<file path="src/rtl/rse_wake_pkg.sv">
// Shared defaults and the next-state action type for the wakeup entry.
// Assumes: nothing beyond IEEE 1800-2017.
package rse_wake_pkg;
    localparam int DEF_TAG_W   = 6;
    localparam int DEF_NUM_BUS = 2;
    localparam int DEF_SHIFT_W = 4;
    localparam int DEF_NUM_SRC = 2;

    typedef enum logic [2:0] {
        ACT_HOLD,
        ACT_SHIFT,
        ACT_LOAD,
        ACT_CLEAR,
        ACT_ALLOC_HIT,
        ACT_ALLOC_PRE
    } wake_act_e;
endpackage

</file>
<file path="src/rtl/rse_tag_hit.sv">
// Compares one tag against every destination-tag bus and reports a hit.
// Assumes: bus entries whose valid bit is clear carry meaningless tags.
module rse_tag_hit #(
    parameter int TAG_W   = 6,
    parameter int NUM_BUS = 2
) (
    input  logic [TAG_W-1:0]              tag_i,
    input  logic [NUM_BUS-1:0]            bus_valid_i,
    input  logic [NUM_BUS-1:0][TAG_W-1:0] bus_tag_i,
    output logic                          hit_o
);
    logic [NUM_BUS-1:0] lane_hit;

    // One comparator per bus, gated by that bus's valid bit.
    for (genvar b = 0; b < NUM_BUS; b++) begin : g_lane
        assign lane_hit[b] = bus_valid_i[b] && (bus_tag_i[b] == tag_i);
    end

    assign hit_o = |lane_hit;
endmodule

</file>
<file path="src/rtl/rse_src_wakeup.sv">
// Wakeup state of one source: tag, countdown, sticky match and shift register.
// Ready is bit 0 of the shift register. Priority: allocation, grant, hit, shift.
// Assumes: countdown and preload values are thermometer codes (ones over zeros).
module rse_src_wakeup
    import rse_wake_pkg::*;
#(
    parameter int TAG_W   = 6,
    parameter int NUM_BUS = 2,
    parameter int SHIFT_W = 4
) (
    input  logic                          clk,
    input  logic                          rst_n,
    input  logic                          alloc_i,
    input  logic [TAG_W-1:0]              alloc_tag_i,
    input  logic [SHIFT_W-1:0]            alloc_delay_i,
    input  logic                          alloc_match_i,
    input  logic [SHIFT_W-1:0]            alloc_shift_i,
    input  logic                          grant_i,
    input  logic [NUM_BUS-1:0]            bus_valid_i,
    input  logic [NUM_BUS-1:0][TAG_W-1:0] bus_tag_i,
    output logic                          ready_o
);
    logic [TAG_W-1:0]   tag_q;
    logic [TAG_W-1:0]   cmp_tag;
    logic [SHIFT_W-1:0] delay_q;
    logic [SHIFT_W-1:0] shift_q;
    logic               match_q;
    logic               hit;
    wake_act_e          act;

    // Compare the incoming tag while allocating, the stored tag otherwise.
    assign cmp_tag = alloc_i ? alloc_tag_i : tag_q;

    rse_tag_hit #(.TAG_W(TAG_W), .NUM_BUS(NUM_BUS)) hit_i (
        .tag_i       (cmp_tag),
        .bus_valid_i (bus_valid_i),
        .bus_tag_i   (bus_tag_i),
        .hit_o       (hit)
    );

    // Pick the single state action for this cycle by priority.
    always_comb begin
        if (alloc_i)      act = hit ? ACT_ALLOC_HIT : ACT_ALLOC_PRE;
        else if (grant_i) act = ACT_CLEAR;
        else if (hit)     act = ACT_LOAD;
        else if (match_q) act = ACT_SHIFT;
        else              act = ACT_HOLD;
    end

    // Apply the chosen action to tag, countdown, match and shift state.
    always_ff @(posedge clk) begin
        if (!rst_n) begin
            tag_q   <= '0;
            delay_q <= '0;
            shift_q <= '0;
            match_q <= 1'b0;
        end else begin
            case (act)
                ACT_ALLOC_HIT: begin
                    tag_q   <= alloc_tag_i;
                    delay_q <= alloc_delay_i;
                    match_q <= 1'b1;
                    shift_q <= alloc_delay_i;
                end
                ACT_ALLOC_PRE: begin
                    tag_q   <= alloc_tag_i;
                    delay_q <= alloc_delay_i;
                    match_q <= alloc_match_i;
                    shift_q <= alloc_shift_i;
                end
                ACT_CLEAR: begin
                    match_q <= 1'b0;
                    shift_q <= '0;
                end
                ACT_LOAD: begin
                    match_q <= 1'b1;
                    shift_q <= delay_q;
                end
                ACT_SHIFT: shift_q <= {shift_q[SHIFT_W-1], shift_q[SHIFT_W-1:1]};
                default:   shift_q <= shift_q;
            endcase
        end
    end

    assign ready_o = shift_q[0];

    // an idle matched source shifts arithmetically right once per edge.
    a_r3_shift_step: assert property (@(posedge clk) disable iff (!rst_n)
        (match_q && !alloc_i && !grant_i && !hit) |=>
        (shift_q == {$past(shift_q[SHIFT_W-1]), $past(shift_q[SHIFT_W-1:1])}));

    // a hit loads the stored countdown and sets the sticky match.
    a_r3_hit_loads: assert property (@(posedge clk) disable iff (!rst_n)
        (hit && !alloc_i && !grant_i) |=> (match_q && shift_q == $past(delay_q)));

    // a grant without allocation leaves no match and no countdown.
    a_r7_grant_clears: assert property (@(posedge clk) disable iff (!rst_n)
        (grant_i && !alloc_i) |=> (!match_q && shift_q == '0));

    // a hit during allocation beats the preloaded values.
    a_r9_alloc_hit_wins: assert property (@(posedge clk) disable iff (!rst_n)
        (alloc_i && hit) |=> (match_q && shift_q == $past(alloc_delay_i)));
endmodule

</file>
<file path="src/rtl/rse_wakeup.sv">
// Two-source scheduler slot: per-source latency-aware wakeup, combined
// request, and destination-tag broadcast on grant.
// Assumes: grant only arrives while request is high or is otherwise harmless.
module rse_wakeup
    import rse_wake_pkg::*;
#(
    parameter int TAG_W   = DEF_TAG_W,
    parameter int NUM_BUS = DEF_NUM_BUS,
    parameter int SHIFT_W = DEF_SHIFT_W,
    parameter int NUM_SRC = DEF_NUM_SRC
) (
    input  logic                          clk,
    input  logic                          rst_n,
    input  logic                          alloc_valid,
    input  logic [TAG_W-1:0]              alloc_dst_tag,
    input  logic [NUM_SRC-1:0][TAG_W-1:0] alloc_src_tag,
    input  logic [NUM_SRC-1:0][SHIFT_W-1:0] alloc_delay,
    input  logic [NUM_SRC-1:0]            alloc_match,
    input  logic [NUM_SRC-1:0][SHIFT_W-1:0] alloc_shift,
    input  logic [NUM_BUS-1:0]            bus_valid,
    input  logic [NUM_BUS-1:0][TAG_W-1:0] bus_tag,
    input  logic                          grant,
    output logic [NUM_SRC-1:0]            src_ready,
    output logic                          request,
    output logic                          bcast_valid,
    output logic [TAG_W-1:0]              bcast_tag
);
    logic [TAG_W-1:0] dst_q;

    // One wakeup tracker per source operand.
    for (genvar s = 0; s < NUM_SRC; s++) begin : g_src
        rse_src_wakeup #(.TAG_W(TAG_W), .NUM_BUS(NUM_BUS), .SHIFT_W(SHIFT_W)) src_i (
            .clk           (clk),
            .rst_n         (rst_n),
            .alloc_i       (alloc_valid),
            .alloc_tag_i   (alloc_src_tag[s]),
            .alloc_delay_i (alloc_delay[s]),
            .alloc_match_i (alloc_match[s]),
            .alloc_shift_i (alloc_shift[s]),
            .grant_i       (grant),
            .bus_valid_i   (bus_valid),
            .bus_tag_i     (bus_tag),
            .ready_o       (src_ready[s])
        );
    end

    // Hold the destination tag of the instruction in the slot.
    always_ff @(posedge clk) begin
        if (!rst_n)           dst_q <= '0;
        else if (alloc_valid) dst_q <= alloc_dst_tag;
    end

    assign request     = &src_ready;
    assign bcast_valid = grant;
    assign bcast_tag   = dst_q;

    // the slot never asks again on the edge after a plain grant.
    a_r7_no_rerequest: assert property (@(posedge clk) disable iff (!rst_n)
        (grant && !alloc_valid) |=> !request);

    // the broadcast tag is the one written at the most recent allocation.
    a_r8_bcast_tag: assert property (@(posedge clk) disable iff (!rst_n)
        ($past(alloc_valid) && bcast_valid) |-> (bcast_tag == $past(alloc_dst_tag)));
endmodule

</file>
<file path="config.mk">
export PLATFORM = sky130hd
export DESIGN_NAME = rse_wakeup
export DESIGN_NICKNAME = d
export VERILOG_FILES = /design/src/rtl/rse_wake_pkg.sv /design/src/rtl/rse_tag_hit.sv /design/src/rtl/rse_src_wakeup.sv /design/src/rtl/rse_wakeup.sv
export SDC_FILE = /design/constraint.sdc
export NUM_CORES = 1
export LEC_CHECK = 0
export BUFFER_PORTS_ARGS = -buffer_cell sky130_fd_sc_hd__buf_2
export CAP_MARGIN = 15
export CORE_UTILIZATION = 45
export DETAILED_ROUTE_END_ITERATION = 16
export PLACE_DENSITY_LB_ADDON = 0.3
export SYNTH_ARGS = -nofsm -noshare
export SYNTH_HDL_FRONTEND = slang
export SYNTH_SLANG_ARGS = --single-unit
</file>
<file path="constraint.sdc">
create_clock -name clk -period 2.3 [get_ports clk]
set_input_delay 0.115 -clock clk [delete_from_list [all_inputs] [get_ports clk]]
set_output_delay 0.115 -clock clk [all_outputs]
set_load 0.01 [all_outputs]
</file>
# After elaboration in Yosys (flattened, before gate mapping)

Index checks and enable logic that the tools add are counted.

Register bits: 36
Bits of input ports: 54
Output and inout bits: 10
Word-level logic and storage cells: 62

Eq/ne operators: 14
Multiplexer cells: 16
Bitwise logic cells: 2
Reduce and logical (&&, ||, !) cells: 19

Operator list:

| kind               | count |
|---|---|
| $pmux 4 s5         | 2 |
| $eq 6x6->1         | 4 |
| $mux 3             | 6 |
| $eq 3x2->1 const B | 4 |
| $eq 3x3->1 const B | 4 |
| $mux 6             | 2 |
| $reduce_or 2->1    | 6 |
| $reduce_bool 5->1  | 2 |
| $reduce_bool 4->1  | 2 |
| $eq 3x1->1 const B | 2 |
| $pmux 1 s3         | 2 |
| $reduce_and 2->1   | 3 |
| $reduce_bool 3->1  | 2 |
| $logic_and 1x1->1  | 4 |
| $mux 1             | 4 |
| $not 1->1          | 2 |

# Logic depth before layout (Yosys ltp)

Word-level depth: 10
Depth in mapped cells: 9
Mapped depth without buffers: 7

# By module

A second synthesis with hierarchy kept.

Cells, all modules: 199
Area total of the unflattened synthesis: 1929.4 um^2

Modules (own cells, without submodules):

| module         | times used | cells an instance | area an instance (um^2) | seq. area each (um^2) |
|---|---|---|---|---|
| rse_src_wakeup | 2          | 72                | 709.4                   | 300.3 |
| rse_tag_hit    | 2          | 17                | 133.9                   | 0.0 |
| rse_wakeup     | 1          | 21                | 242.7                   | 120.1 |

# Worst setup path before layout

Ideal clock, no wire load.

Path kind: input -> register
Start: in alloc_valid
End: reg g_src[1].src_i.shift_q[1]
Data arrival time: 1.888 ns
Slack: 0.316 ns
Stages: 8
Buffers on the path: 2
Cell sequence: buf_6 > mux2i_4 > xor2_1 > nand4_1 > or4_1 > buf_2 > a311o_1 > a221oi_1

Word-level cells in the longest chain between the ends: 9
Elaborated cells between the ends (all ways): 17
Those cells by class: eq/ne (7); mux (6); reduce/logical (4)

Ends and longest elaborated chain:

| element                                         | RTL line             | RTL |
|---|---|---|
| from (decl)                                     | rse_wakeup.sv:14     | `input logic alloc_valid,` |
| $mux 6                                          | rse_src_wakeup.sv:32 | `assign cmp_tag = alloc_i ? alloc_tag_i : tag_q;` |
| $eq 6x6->1                                      | rse_tag_hit.sv:16    | `assign lane_hit[b] = bus_valid_i[b] && (bus_tag_i[b] == tag_i);` |
| $logic_and 1x1->1                               | rse_tag_hit.sv:16    |  |
| $reduce_or 2->1                                 | rse_tag_hit.sv:19    | `assign hit_o = \|lane_hit;` |
| $mux 3                                          | rse_src_wakeup.sv:45 | `else if (hit) act = ACT_LOAD;` |
| $mux 3                                          | rse_src_wakeup.sv:44 | `else if (grant_i) act = ACT_CLEAR;` |
| $mux 3 *                                        | rse_src_wakeup.sv:43 | `if (alloc_i) act = hit ? ACT_ALLOC_HIT : ACT_ALLOC_PRE;` |
| $eq 3x1->1, or another cell as far along        | rse_src_wakeup.sv:58 | `case (act)` |
| $pmux 4 s5 or $reduce_bool 5->1 (tied branches) | -                    |  |
| to (signal assigned)                            | rse_src_wakeup.sv:63 | `shift_q <= alloc_delay_i;` |
| to (signal assigned)                            | rse_src_wakeup.sv:69 | `shift_q <= alloc_shift_i;` |
| to (signal assigned)                            | rse_src_wakeup.sv:77 | `shift_q <= delay_q;` |
| to (decl)                                       | rse_src_wakeup.sv:26 | `logic [SHIFT_W-1:0] shift_q;` |

Every way passes the cells marked *; elsewhere a longest branch is shown, timed or not.
A chain may end at the register's enable or synchronous reset.

# Worst setup path in the final report

Start: reg g_src[1].src_i.tag_q[2]
End: reg g_src[1].src_i.shift_q[1]

Word-level cells in the longest chain between the ends: 9
Elaborated cells between the ends (all ways): 17
Those cells by class: eq/ne (7); mux (6); reduce/logical (4)

Ends and longest elaborated chain:

| element                                         | RTL line             | RTL |
|---|---|---|
| from (decl)                                     | rse_src_wakeup.sv:23 | `logic [TAG_W-1:0] tag_q;` |
| from (signal assigned)                          | rse_src_wakeup.sv:60 | `tag_q <= alloc_tag_i;` |
| from (signal assigned)                          | rse_src_wakeup.sv:66 | `tag_q <= alloc_tag_i;` |
| $mux 6 *                                        | rse_src_wakeup.sv:32 |  |
| $eq 6x6->1                                      | rse_tag_hit.sv:16    |  |
| $logic_and 1x1->1                               | rse_tag_hit.sv:16    |  |
| $reduce_or 2->1 *                               | rse_tag_hit.sv:19    |  |
| $mux 3                                          | rse_src_wakeup.sv:45 |  |
| $mux 3                                          | rse_src_wakeup.sv:44 |  |
| $mux 3 *                                        | rse_src_wakeup.sv:43 |  |
| $eq 3x1->1, or another cell as far along        | rse_src_wakeup.sv:58 |  |
| $pmux 4 s5 or $reduce_bool 5->1 (tied branches) | -                    |  |

Marked as above.

==> flow_summary.yaml <==
cts:
  root_buffer: "clkbuf_8"
  holdBufCountCts: 0
  cts_made_buffers: 5
  insertion_delay_ns: 0.29
  cts_tree: "built"
  clk_pin_slew_worst_paths_ns: 0.08
  h-tree-depth: 2
  clockBufferDepth: 2
  clock_sinks: 36
sta:
  setup_viol_count_final: 0
  maxSlewHeadroom: 0.753
  tightest_slew_ns: 0.360
  slew_violations: 0
  post-route-min-period_ns: 2.20
  max_clock_freq_ghz: 0.455
  hold_viol: 0
  rsz0062_at_grt: "false"
  clock_skew_ns: 0.0116
  period_share: 0.956
  fin_tns_setup_ns: 0
worst_setup_path:
  cp-end-kind: "flip-flop"
  cp-start-kind: "flip-flop"
  critPathTopFamily: "simple AND/OR/NAND/NOR gates"
  cp.required_ns: 2.49
  crit_path_max_fanout: 8
  rrSetupSlack_ns: 0.10
  critPathMaxStageDelay_ns: 0.56
  r2r_cells: 6
  crit_chain: "mux2i_1, xor2_1, nand4_1, or4_1, a311o_1, a221oi_1"
  setup.worst_path.class: "flip-flop to flip-flop"
  crit_buf_inv: 0
  worstSetupStartpoint: "g_src[1].src_i.tag_q[2]"
  cpMaxStageDelayCell: "or4_1"
  cp.arrival_ns: 2.39
  crit-reg2reg-launch: "g_src[1].src_i.tag_q[2]"
  r2r_end: "g_src[1].src_i.shift_q[1]"
synthesis:
  async_flop_share: 0
  synth_top_area_frac: 0.379
  synth_seq_cells: 36
  netlist_area_sq_um: 1900
  synth_top_area_cell: "dfxtp_1"
  synth.distinct_cells: 34
  synth_nets: 251
  synthTopCellsByArea: "dfxtp_1 (38%), mux2i_1 (12%), xor2_1 (6.9%), nor2_1 (5.9%), xnor2_1 (4.1%)"
  synth-seq-area-share: 0.379
  synth_top_flop_cell: "dfxtp_1"
  synth_warnings: 0
  syn_area_per_cell_sq_um: 9.65
  synth_edf_count: 0
  netlist_instances: 197
drt:
  drtAntennaViolNets: 0
  dr.pass1.iters: 4
  initialDrtViolationCount: 141
  totalWireLength_microns: 4190
  vias: 1625
  via_per_inst: 5.18
  drcViolationCount: 0
  avgRoutedWirePerCell_microns: 13.3
power:
  vdd_ir_drop_max_mv: 0.529
  powerDensity_nw_per_um2: 633
  p_leak_nw: 1.08
die:
  num_rows: 23
  pin_count: 64
  dieArea_sq_um: 4490
  start_util: 0.472
  die_h_microns: 67.0
  die_w_microns: 67.0
  core_sq_um: 4030
grt:
  antenna_found_initial: 0
  grt_pass1_vias: 1590
  grtUsageTotal: 0.209
  grt_max_degree: 27
  overflow: 0
  grt_pass1_wl_microns: 7050
cells_and_area:
  final_util: 0.598
  layout_commonest_cell: "buf_2"
  most-common-layout-cells: "buf_2 (63), dfxtp_1 (36), nor2_1 (30), mux2i_1 (21), xor2_1 (15)"
  design_area_sq_um: 2410
  syn_to_final_growth_pct: 26.6
  drive_gt1_frac: 0.356
  nets: 317
  fillCellCount: 382
  n_antenna_cell: 0
run:
  maxCapViolations: 0
run_status:
  outcome: "finished clean"
hold_path:
  min_from: "alloc_dst_tag[5]"
  hp-class: "input pin to flip-flop"
  min_path_cells: 3
  whs_endpoint: "bcast_tag[5]"
place:
  hpwlAfterDp_microns: 3190
  globalplace.congestion: 0.958
  io_buffers: 63
  placed_area_sq_um: 2290
## synthesized netlist by cell type, drive strengths merged, types with 5 or more instances
cell type  count
o21ai          5
dfxtp         36
mux2i         27
a21oi          5
xor2          15
a221oi         5
clkbuf         8
nor2          30
xnor2          9
a211oi         8
buf            8
## flip-flops by register name (all words and copies together) (netlist names)
| register | count |
|---|---|
| bcast_tag | 6 |
| g_src.src_i.delay_q | 8 |
| g_src.src_i.tag_q | 12 |
| g_src.src_i.match_q | 2 |
| g_src.src_i.shift_q | 8 |
## cell families after synthesis
| family | Yosys count | share of synthesized area |
|---|---|---|
| xor+xnor | 24 | 0.111 |
| mux | 29 | 0.178 |
| flops | 36 | 0.379 |
| compound gates | 37 | 0.149 |
| simple gates | 52 | 0.130 |
| buf+inv | 19 | 0.0546 |
## where the power goes
| group | internal [mW] | total, mW | switching [mW] |
|---|---|---|---|
| combinational | 0.150 | 0.290 | 0.140 |
| clock | 0.321 | 0.552 | 0.231 |
| sequential | 0.662 | 0.683 | 0.0210 |
## what timing repair did
item | in CTS | in global routing
gates resized for setup | 0 | 2
setup endpoints to repair | 0 | 4
setup buffers | 0 | 0
## cell type report
cell class | instances | area (sq um) | area share
Clock buffer | 5 | 68.8 | 0.0286
Timing Repair Buffer | 75 | 418 | 0.174
Clock inverter | 3 | 42.5 | 0.0177
Inverter | 3 | 11.3 | 0.00468
Tap cell | 50 | 62.6 | 0.0260
Multi-Input combinational cell | 142 | 1080 | 0.450
Sequential cell | 36 | 721 | 0.299
## metrics by stage
stage / std cells / hold WS (ns) / worst slack [ns] / power [mW]
3_3_place_gp: 306 / 0.348 / 0.0535 / 0.979
6_report: 314 / 0.0616 / 0.101 / 1.52
3_5_place_dp: 306 / 0.357 / -0.0254 / 0.985
4_1_cts: 314 / 0.0522 / 0.116 / 1.54
5_1_grt: 314 / 0.0719 / 0.0227 / 1.60
2_1_floorplan: 197 / 0.244 / 0.316 / 0.878
## worst reg2reg max path: cells and delay by family, from the launching register on
family          cells  cell delay, ns
flops               1            0.30
xor+xnor            1            0.18
compound gates      2            0.66
mux                 1            0.29
simple gates        2            0.69
## worst max-delay path by stage
stage | end | slack, ns | depth (start not counted)
floorplan | g_src[1].src_i.shift_q[1] | 0.32 | 8
global placement | g_src[1].src_i.shift_q[1] | 0.05 | 7
detailed placement | g_src[1].src_i.shift_q[1] | -0.03 | 7
CTS | g_src[1].src_i.shift_q[1] | 0.12 | 6
global route | g_src[1].src_i.shift_q[1] | 0.02 | 6
finish | g_src[1].src_i.shift_q[1] | 0.10 | 6
## layer usage
layer / track usage / routed length (microns)
met5: 0 / 0
met1: 0.266 / 1910
met4: 0.0532 / 26
met3: 0.0531 / 253
met2: 0.345 / 2010
Note: power is estimated with default switching activity, not from simulation.
